$ cat src/rtl/rtc_calendar.sv
module rtc_calendar (
  input  logic        clk,
  input  logic        rst_n,
  input  logic        slow_en,
  input  logic        sec_tick,
  input  logic        reg_wr,
  input  logic [1:0]  reg_addr,
  input  logic [31:0] reg_wdata,
  output logic [31:0] reg_rdata,
  output logic        osc_sel
);
  localparam logic [15:0] KEY = 16'h16AA;
  localparam logic [5:0]  YEAR_LAST = 6'd63;

  logic [5:0] sec, mnt, yr;
  logic [4:0] hr, day;
  logic [3:0] mon;
  logic       leap;
  logic [16:0] t_new;
  logic [15:0] d_new;
  logic t_busy, t_stage, d_busy, d_stage;
  logic [4:0] mlen;

  wire wr_ctrl = reg_wr && reg_addr == 2'd0 && reg_wdata[31:16] == KEY;
  wire wr_time = reg_wr && reg_addr == 2'd1 && !t_busy;
  wire wr_date = reg_wr && reg_addr == 2'd2 && !d_busy;
  wire t_commit = t_busy && t_stage && slow_en;
  wire d_commit = d_busy && d_stage && slow_en;

  wire sec_wrap = sec >= 6'd59;
  wire min_wrap = mnt >= 6'd59;
  wire hr_wrap  = hr >= 5'd23;
  wire day_carry = sec_wrap && min_wrap && hr_wrap;
  wire day_wrap = day >= mlen;
  wire mon_wrap = mon >= 4'd12;
  wire [5:0] yr_inc = yr + 6'd1;

  logic unused_bits;
  assign unused_bits = ^{reg_wdata[15:14], reg_wdata[7:6]};

  always_comb begin
    case (mon)
      4'd2:                     mlen = leap ? 5'd29 : 5'd28;
      4'd4, 4'd6, 4'd9, 4'd11: mlen = 5'd30;
      default:                  mlen = 5'd31;
    endcase
  end

  always_ff @(posedge clk) begin
    if (!rst_n) begin
      t_busy <= 1'b0; t_stage <= 1'b0; t_new <= '0;
    end else if (wr_time) begin
      t_busy <= 1'b1; t_stage <= 1'b0;
      t_new <= {reg_wdata[20:16], reg_wdata[13:8], reg_wdata[5:0]};
    end else if (t_busy && slow_en) begin
      if (t_stage) t_busy <= 1'b0;
      t_stage <= ~t_stage;
    end
  end

  always_ff @(posedge clk) begin
    if (!rst_n) begin
      d_busy <= 1'b0; d_stage <= 1'b0; d_new <= '0;
    end else if (wr_date) begin
      d_busy <= 1'b1; d_stage <= 1'b0;
      d_new <= {reg_wdata[22], reg_wdata[21:16], reg_wdata[11:8], reg_wdata[4:0]};
    end else if (d_busy && slow_en) begin
      if (d_stage) d_busy <= 1'b0;
      d_stage <= ~d_stage;
    end
  end

  always_ff @(posedge clk) begin
    if (!rst_n) osc_sel <= 1'b0;
    else if (wr_ctrl) osc_sel <= reg_wdata[0];
  end

  always_ff @(posedge clk) begin
    if (!rst_n) begin
      sec <= '0; mnt <= '0; hr <= '0;
    end else if (t_commit) begin
      {hr, mnt, sec} <= t_new;
    end else if (sec_tick) begin
      sec <= sec_wrap ? 6'd0 : sec + 6'd1;
      if (sec_wrap) begin
        mnt <= min_wrap ? 6'd0 : mnt + 6'd1;
        if (min_wrap) hr <= hr_wrap ? 5'd0 : hr + 5'd1;
      end
    end
  end

  always_ff @(posedge clk) begin
    if (!rst_n) begin
      day <= 5'd1; mon <= 4'd1; yr <= '0; leap <= 1'b0;
    end else if (d_commit) begin
      {leap, yr, mon, day} <= d_new;
    end else if (sec_tick && day_carry && !t_commit) begin
      day <= day_wrap ? 5'd1 : day + 5'd1;
      if (day_wrap) begin
        mon <= mon_wrap ? 4'd1 : mon + 4'd1;
        if (mon_wrap && yr != YEAR_LAST) begin
          yr   <= yr_inc;
          leap <= yr_inc[1:0] == 2'd2;
        end
      end
    end
  end

  always_comb begin
    case (reg_addr)
      2'd0: reg_rdata = {22'd0, 1'b0, t_busy, d_busy, 6'd0, osc_sel};
      2'd1: reg_rdata = {11'd0, hr, 2'd0, mnt, 2'd0, sec};
      2'd2: reg_rdata = {9'd0, leap, yr, 4'd0, mon, 3'd0, day};
      default: reg_rdata = '0;
    endcase
  end
endmodule


$ cat config.mk
export PLATFORM = sky130hd
export DESIGN_NAME = rtc_calendar
export DESIGN_NICKNAME = d
export VERILOG_FILES = /design/src/rtl/rtc_calendar.sv
export SDC_FILE = /design/constraint.sdc
export NUM_CORES = 1
export LEC_CHECK = 0
export BUFFER_PORTS_ARGS = -buffer_cell sky130_fd_sc_hd__buf_2
export CORE_MARGIN = 2
export CORE_UTILIZATION = 24
export CTS_BUF_LIST = sky130_fd_sc_hd__clkbuf_4
export CTS_CLUSTER_SIZE = 20
export DETAILED_ROUTE_END_ITERATION = 6
export GPL_ROUTABILITY_DRIVEN = 1
export MAX_ROUTING_LAYER = met4
export SLEW_MARGIN = 20
export SYNTH_ARGS = -nofsm -noshare
export SYNTH_HDL_FRONTEND = slang
export SYNTH_SLANG_ARGS = --single-unit
$ cat constraint.sdc
create_clock -name clk -period 3.1 [get_ports clk]
set_clock_uncertainty 0.1 [all_clocks]
set_input_delay 0.155 -clock clk [delete_from_list [all_inputs] [get_ports clk]]
set_output_delay 0.155 -clock clk [all_outputs]
set_load 0.02 [all_outputs]
# Word-level counts from Yosys, hierarchy flattened
# Index checks and enable logic that the tools add are counted.
op_classes:
  n_lt_le_gt_ge: 5
  n_eq_ne: 10
  add_sub_neg: 6
  n_mux: 36
  bitwise_logic: 3
  reduce_logical: 40
ops:
  columns: ["op", "count"]
  rows:
  - ["$pmux W23 S3", 1]
  - ["$mux W6", 11]
  - ["$mux W5", 8]
  - ["$reduce_bool A2 Y1", 10]
  - ["$add A6 B1 Y6 const B", 3]
  - ["$logic_and A1 B1 Y1", 17]
  - ["$eq A16 B13 Y1 const B", 1]
  - ["$mux W4", 4]
  - ["$ge A6 B6 Y1 const B", 2]
  - ["$mux W1", 11]
  - ["$add A5 B1 Y5 const B", 2]
  - ["$eq A4 B3 Y1 const B", 2]
  - ["$eq A4 B4 Y1 const B", 2]
  - ["$reduce_and A2 Y1", 4]
  - ["$ne A6 B6 Y1 const B", 1]
  - ["$reduce_and A3 Y1", 2]
  - ["$ge A5 B5 Y1", 1]
  - ["$ge A5 B5 Y1 const B", 1]
  - ["$add A4 B1 Y4 const B", 1]
  - ["$eq A2 B2 Y1 const B", 2]
  - ["$eq A4 B2 Y1 const B", 1]
  - ["$ge A4 B4 Y1 const B", 1]
  - ["$pmux W2 S2", 1]
  - ["$reduce_or A2 Y1", 2]
  - ["5 further kinds", 9]
word_totals:
  ff_bits: 71
  elab_cells: 114
  in_bits: 39
  out_inout_bits: 33

# Longest topological paths before layout
depth:
  word_depth: 7
  ltp_mapped: 12
  depth_no_buf: 11

# Worst setup path after synthesis
# OpenSTA, ideal clock, no wires.
synth_path:
  path_kind: "reg-to-reg"
  from: "register mon[0]"
  to: "register yr[3]"
  stages_incl_launch_ff: 13
  required_time_ps: 2926
  synth_period_minus_slack_ps: 2702
  t_arrival_ps: 2528
  setup_time_ps: 74
  path_buffers: 1
  slack_ps: 398
  path_cell_list: "dfxtp_1 > inv_1 > ha_1 > o21ai_0 > o21ai_0 > a21oi_1 > ha_1 > nand2b_1 > a21oi_1 > or4_1 > buf_2 > or4_1 > a31oi_1"
synth_via:
  elab_chain_len: 6
  word_cells_on_any_way: 13
  classes_between: "order compare (2); eq/ne (5); mux (1); reduce/logical (5)"
synth_rtl:
  columns: ["item", "line_no", "text"]
  rows:
  - ["start, declared", "17", "logic [3:0] mon;"]
  - ["start signal, assigned", "96", "{leap, yr, mon, day} <= d_new;"]
  - ["start signal, assigned", "100", "mon <= mon_wrap ? 4'd1 : mon + 4'd1;"]
  - ["$eq A4 B3 Y1 or $eq A4 B4 Y1 (tied branches)", "42", "case (mon)"]
  - ["$reduce_or A4 Y1", "42", null]
  - ["$pmux W2 S2", "42", null]
  - ["$ge A5 B5 Y1", "34", "wire day_wrap = day >= mlen;"]
  - ["$reduce_bool A2 Y1 (no line)", null, null]
  - ["$reduce_and A3 Y1 (no line) (*)", null, null]
  - ["end signal, assigned", "96", null]
  - ["end signal, assigned", "102", "yr <= yr_inc;"]
  - ["end, declared", "15", "logic [5:0] sec, mnt, yr;"]
# Every way passes the cells marked *; elsewhere a longest branch is shown, timed or not.
# A chain may end at the register's enable or synchronous reset.

# Final worst setup path
# Same ends and word-level chain as after synthesis.

==> metrics.txt <==
Period minus WS final 2.84 ns; crit-path cells inv_1, ha_1, o21ai_0, o21ai_0, a21oi_1, ha_1, nand2b_1, a21oi_1, or4_4, or4_1, a31oi_1; CTS tree done; Top-Level Pins 72; final setup fails 0; Primary FF master, synth dfxtp_1; Antenna Nets Post-Route 0; vias in the first global route 3302; Num CTS Buffers 9; # rows 45; GRT Overall Usage 14.0%; GR Overflow Total 0; Worst setup SP type flop; syn_area_per_cell 7.73 sq um; WS Path Type flop to flop; final-layout fill cell count 1735; synth warn 0; # port buffers 55; slowest CP cell or4_4; Initial Util 24.8%; highest routed layer met4; final net count 603; Period Utilization, post-route 91.7%; Core Box Area 15300 sq um; Die H 130 um; CTS root buf clkbuf_4; Max VDD drop 153 uV; DRC viols 0; worst r2r path cells 11; CP max FO 7; leading cell types in the layout, fill and taps excluded nand2_1 (89), dfxtp_1 (71), buf_2 (55); Final Hold Viols 0; DR WL/cell 14.8 um; share of cells above drive strength 1 15.1%; CTS max path bufs 2; RD Place Congestion 0.841; DP HPWL 8210 um; Vias 3710; Worst Path Arrival 3.09 ns; DIE WIDTH 130 um; CTS H-Tree Depth 3; Hold Path Cell Cnt 4; EDFF count, synth 0; initial antenna violation count 1; met2 WL 4590 um; buffer count from post-CTS setup fixing 0; Final Max Tran Viols 0; total chip power 1800 uW; Finished Cell Area 4560 sq um; first-pass GRT wire length 18000 um; P_leak 0.00171 uW; TritonCTS Sinks 71; synthesized instance count 491; met3 WL 657 um; Placed Instance Area 4190 sq um; CTS clk-pin slew, worst paths 0.12 ns; Mapped Area 3800 sq um; routed wire length 11400 um; later-pin clock latency in the skew report 0.42 ns; MaxCap Viol Count 0; worst slew pin tran 0.920 ns; library cells used by synthesis 55; RSZ-0062 raised after global routing no; Async SR Flop Fraction 0%; Slew headroom 38.7%; status finished, final reports clean; Setup TNS Final 0 ns; Pwr per Cell Area 395 nW/um^2; routed length on met1 5950 um; f_max 352 MHz; largest net degree at the start of global routing 55; area grow syn2layout 20.0%; Critical Path End Type flop; Die Area 16800 sq um; #FFs+latches synth 71; Iteration-0 DRC Markers 242; Crit path largest cell delay 0.54 ns; most common cell after layout, fill and taps aside nand2_1; Worst Hold Class input port to flop; Critical Path RT 3.35 ns; sequential fraction of the synthesis area 37.4%; drt pass-1 iters 5; Vias/cell 4.82
## worst max-delay path: cells and delay by family, from the launching register on
kind / cells / cell delay (ns)
compound gates: 5 / 0.67
fa+ha+maj: 2 / 0.35
buf+inv: 1 / 0.09
flops: 1 / 0.42
simple gates: 3 / 1.14
## synthesized netlist by cell type (all sizes together), types with 5 or more instances
cell	instances	area share, %
a211oi	9	1.8
clkbuf	24	2.9
o31ai	6	1.2
and2	6	0.99
nor2b	5	0.82
or4	5	0.99
a31oi	9	1.5
dfxtp	71	37
inv	9	0.89
nor3	15	2.0
a22o	12	2.8
ha	12	4.0
nand2	90	9.0
a21oi	53	7.0
nor2	29	2.9
o21ai	37	5.0
nand3	15	2.0
and3	8	1.3
buf	18	3.3
nand3b	5	0.99
## flip-flops by register name, summed over array words and instances, names as in the netlist
| register | cells |
|---|---|
| mnt | 6 |
| d_new | 16 |
| t_busy | 1 |
| d_stage | 1 |
| osc_sel | 1 |
| mon | 4 |
| hr | 5 |
| sec | 6 |
| day | 5 |
| t_stage | 1 |
| yr | 6 |
| d_busy | 1 |
| leap | 1 |
| t_new | 17 |
## worst paths after layout
kind | start | end | slack (ns)
worst max-delay path | mon[0] | yr[3] | 0.26
worst min-delay path | slow_en | d_stage | 0.05
worst max register to register | mon[0] | yr[3] | 0.26
worst min register to register | t_new[15] | t_new[15] | 0.36
## logic make-up (layout without fill, tap and decap cells)
kind of cell             count (synthesis)  in the layout  share of synthesized area [%]
AND/OR/NAND/NOR                        200            200                           25.2
AO/OA/AOI/OAI                          146            146                           23.8
flip-flops                              71             71                           37.4
buffers and inverters                   51            106                           7.12
adder cells (fa/ha/maj)                 13             13                           4.22
XOR/XNOR                                 5              5                           1.15
multiplexers                             4              4                           1.05
other                                    1             13                         0.0988
## timing repair
action | CTS | global route
hold endpoints to repair | 35 | 0
hold buffers | 20 | 0
resized for setup | 0 | 1
setup endpoints to repair | 0 | 1
## through the flow
stage	util, %	cells	worst slack, ns	hold slack [ns]
detailed placement	27.3	732	0.230	0.307
finish	29.8	769	0.258	0.0503
floorplan	-	502	0.398	0.191
CTS	29.7	768	0.201	0.0309
global route	29.8	769	0.0675	0.0522
global placement	27.3	732	0.296	0.301
## area by class of cell
type                       instances  area [sq um]  area share, %
antenna                            1          2.50         0.0549
multi-input combinational        380          2150           47.2
inverter                           9          33.8          0.741
timing repair buffer              81           520           11.4
sequential                        71          1420           31.2
clock buffer                      11          82.6           1.81
clock inverter                     5          81.3           1.78
tap                              211           264           5.79
## power by group
| group | internal (uW) | total [uW] | switching (uW) | leakage, uW |
|---|---|---|---|---|
| registers | 932 | 949 | 17.2 | 0.000575 |
| clock network | 347 | 694 | 347 | 0.0000875 |
| logic | 60.2 | 155 | 95.0 | 0.00104 |
## per-layer routing
metal	vias to the layer above	GRT usage, %
met5	-	-
met4	0	4.87
met3	11	1.89
met2	107	18.4
met1	1727	21.3
li1	1865	-
No activity file was read; power rests on OpenSTA's default activity.
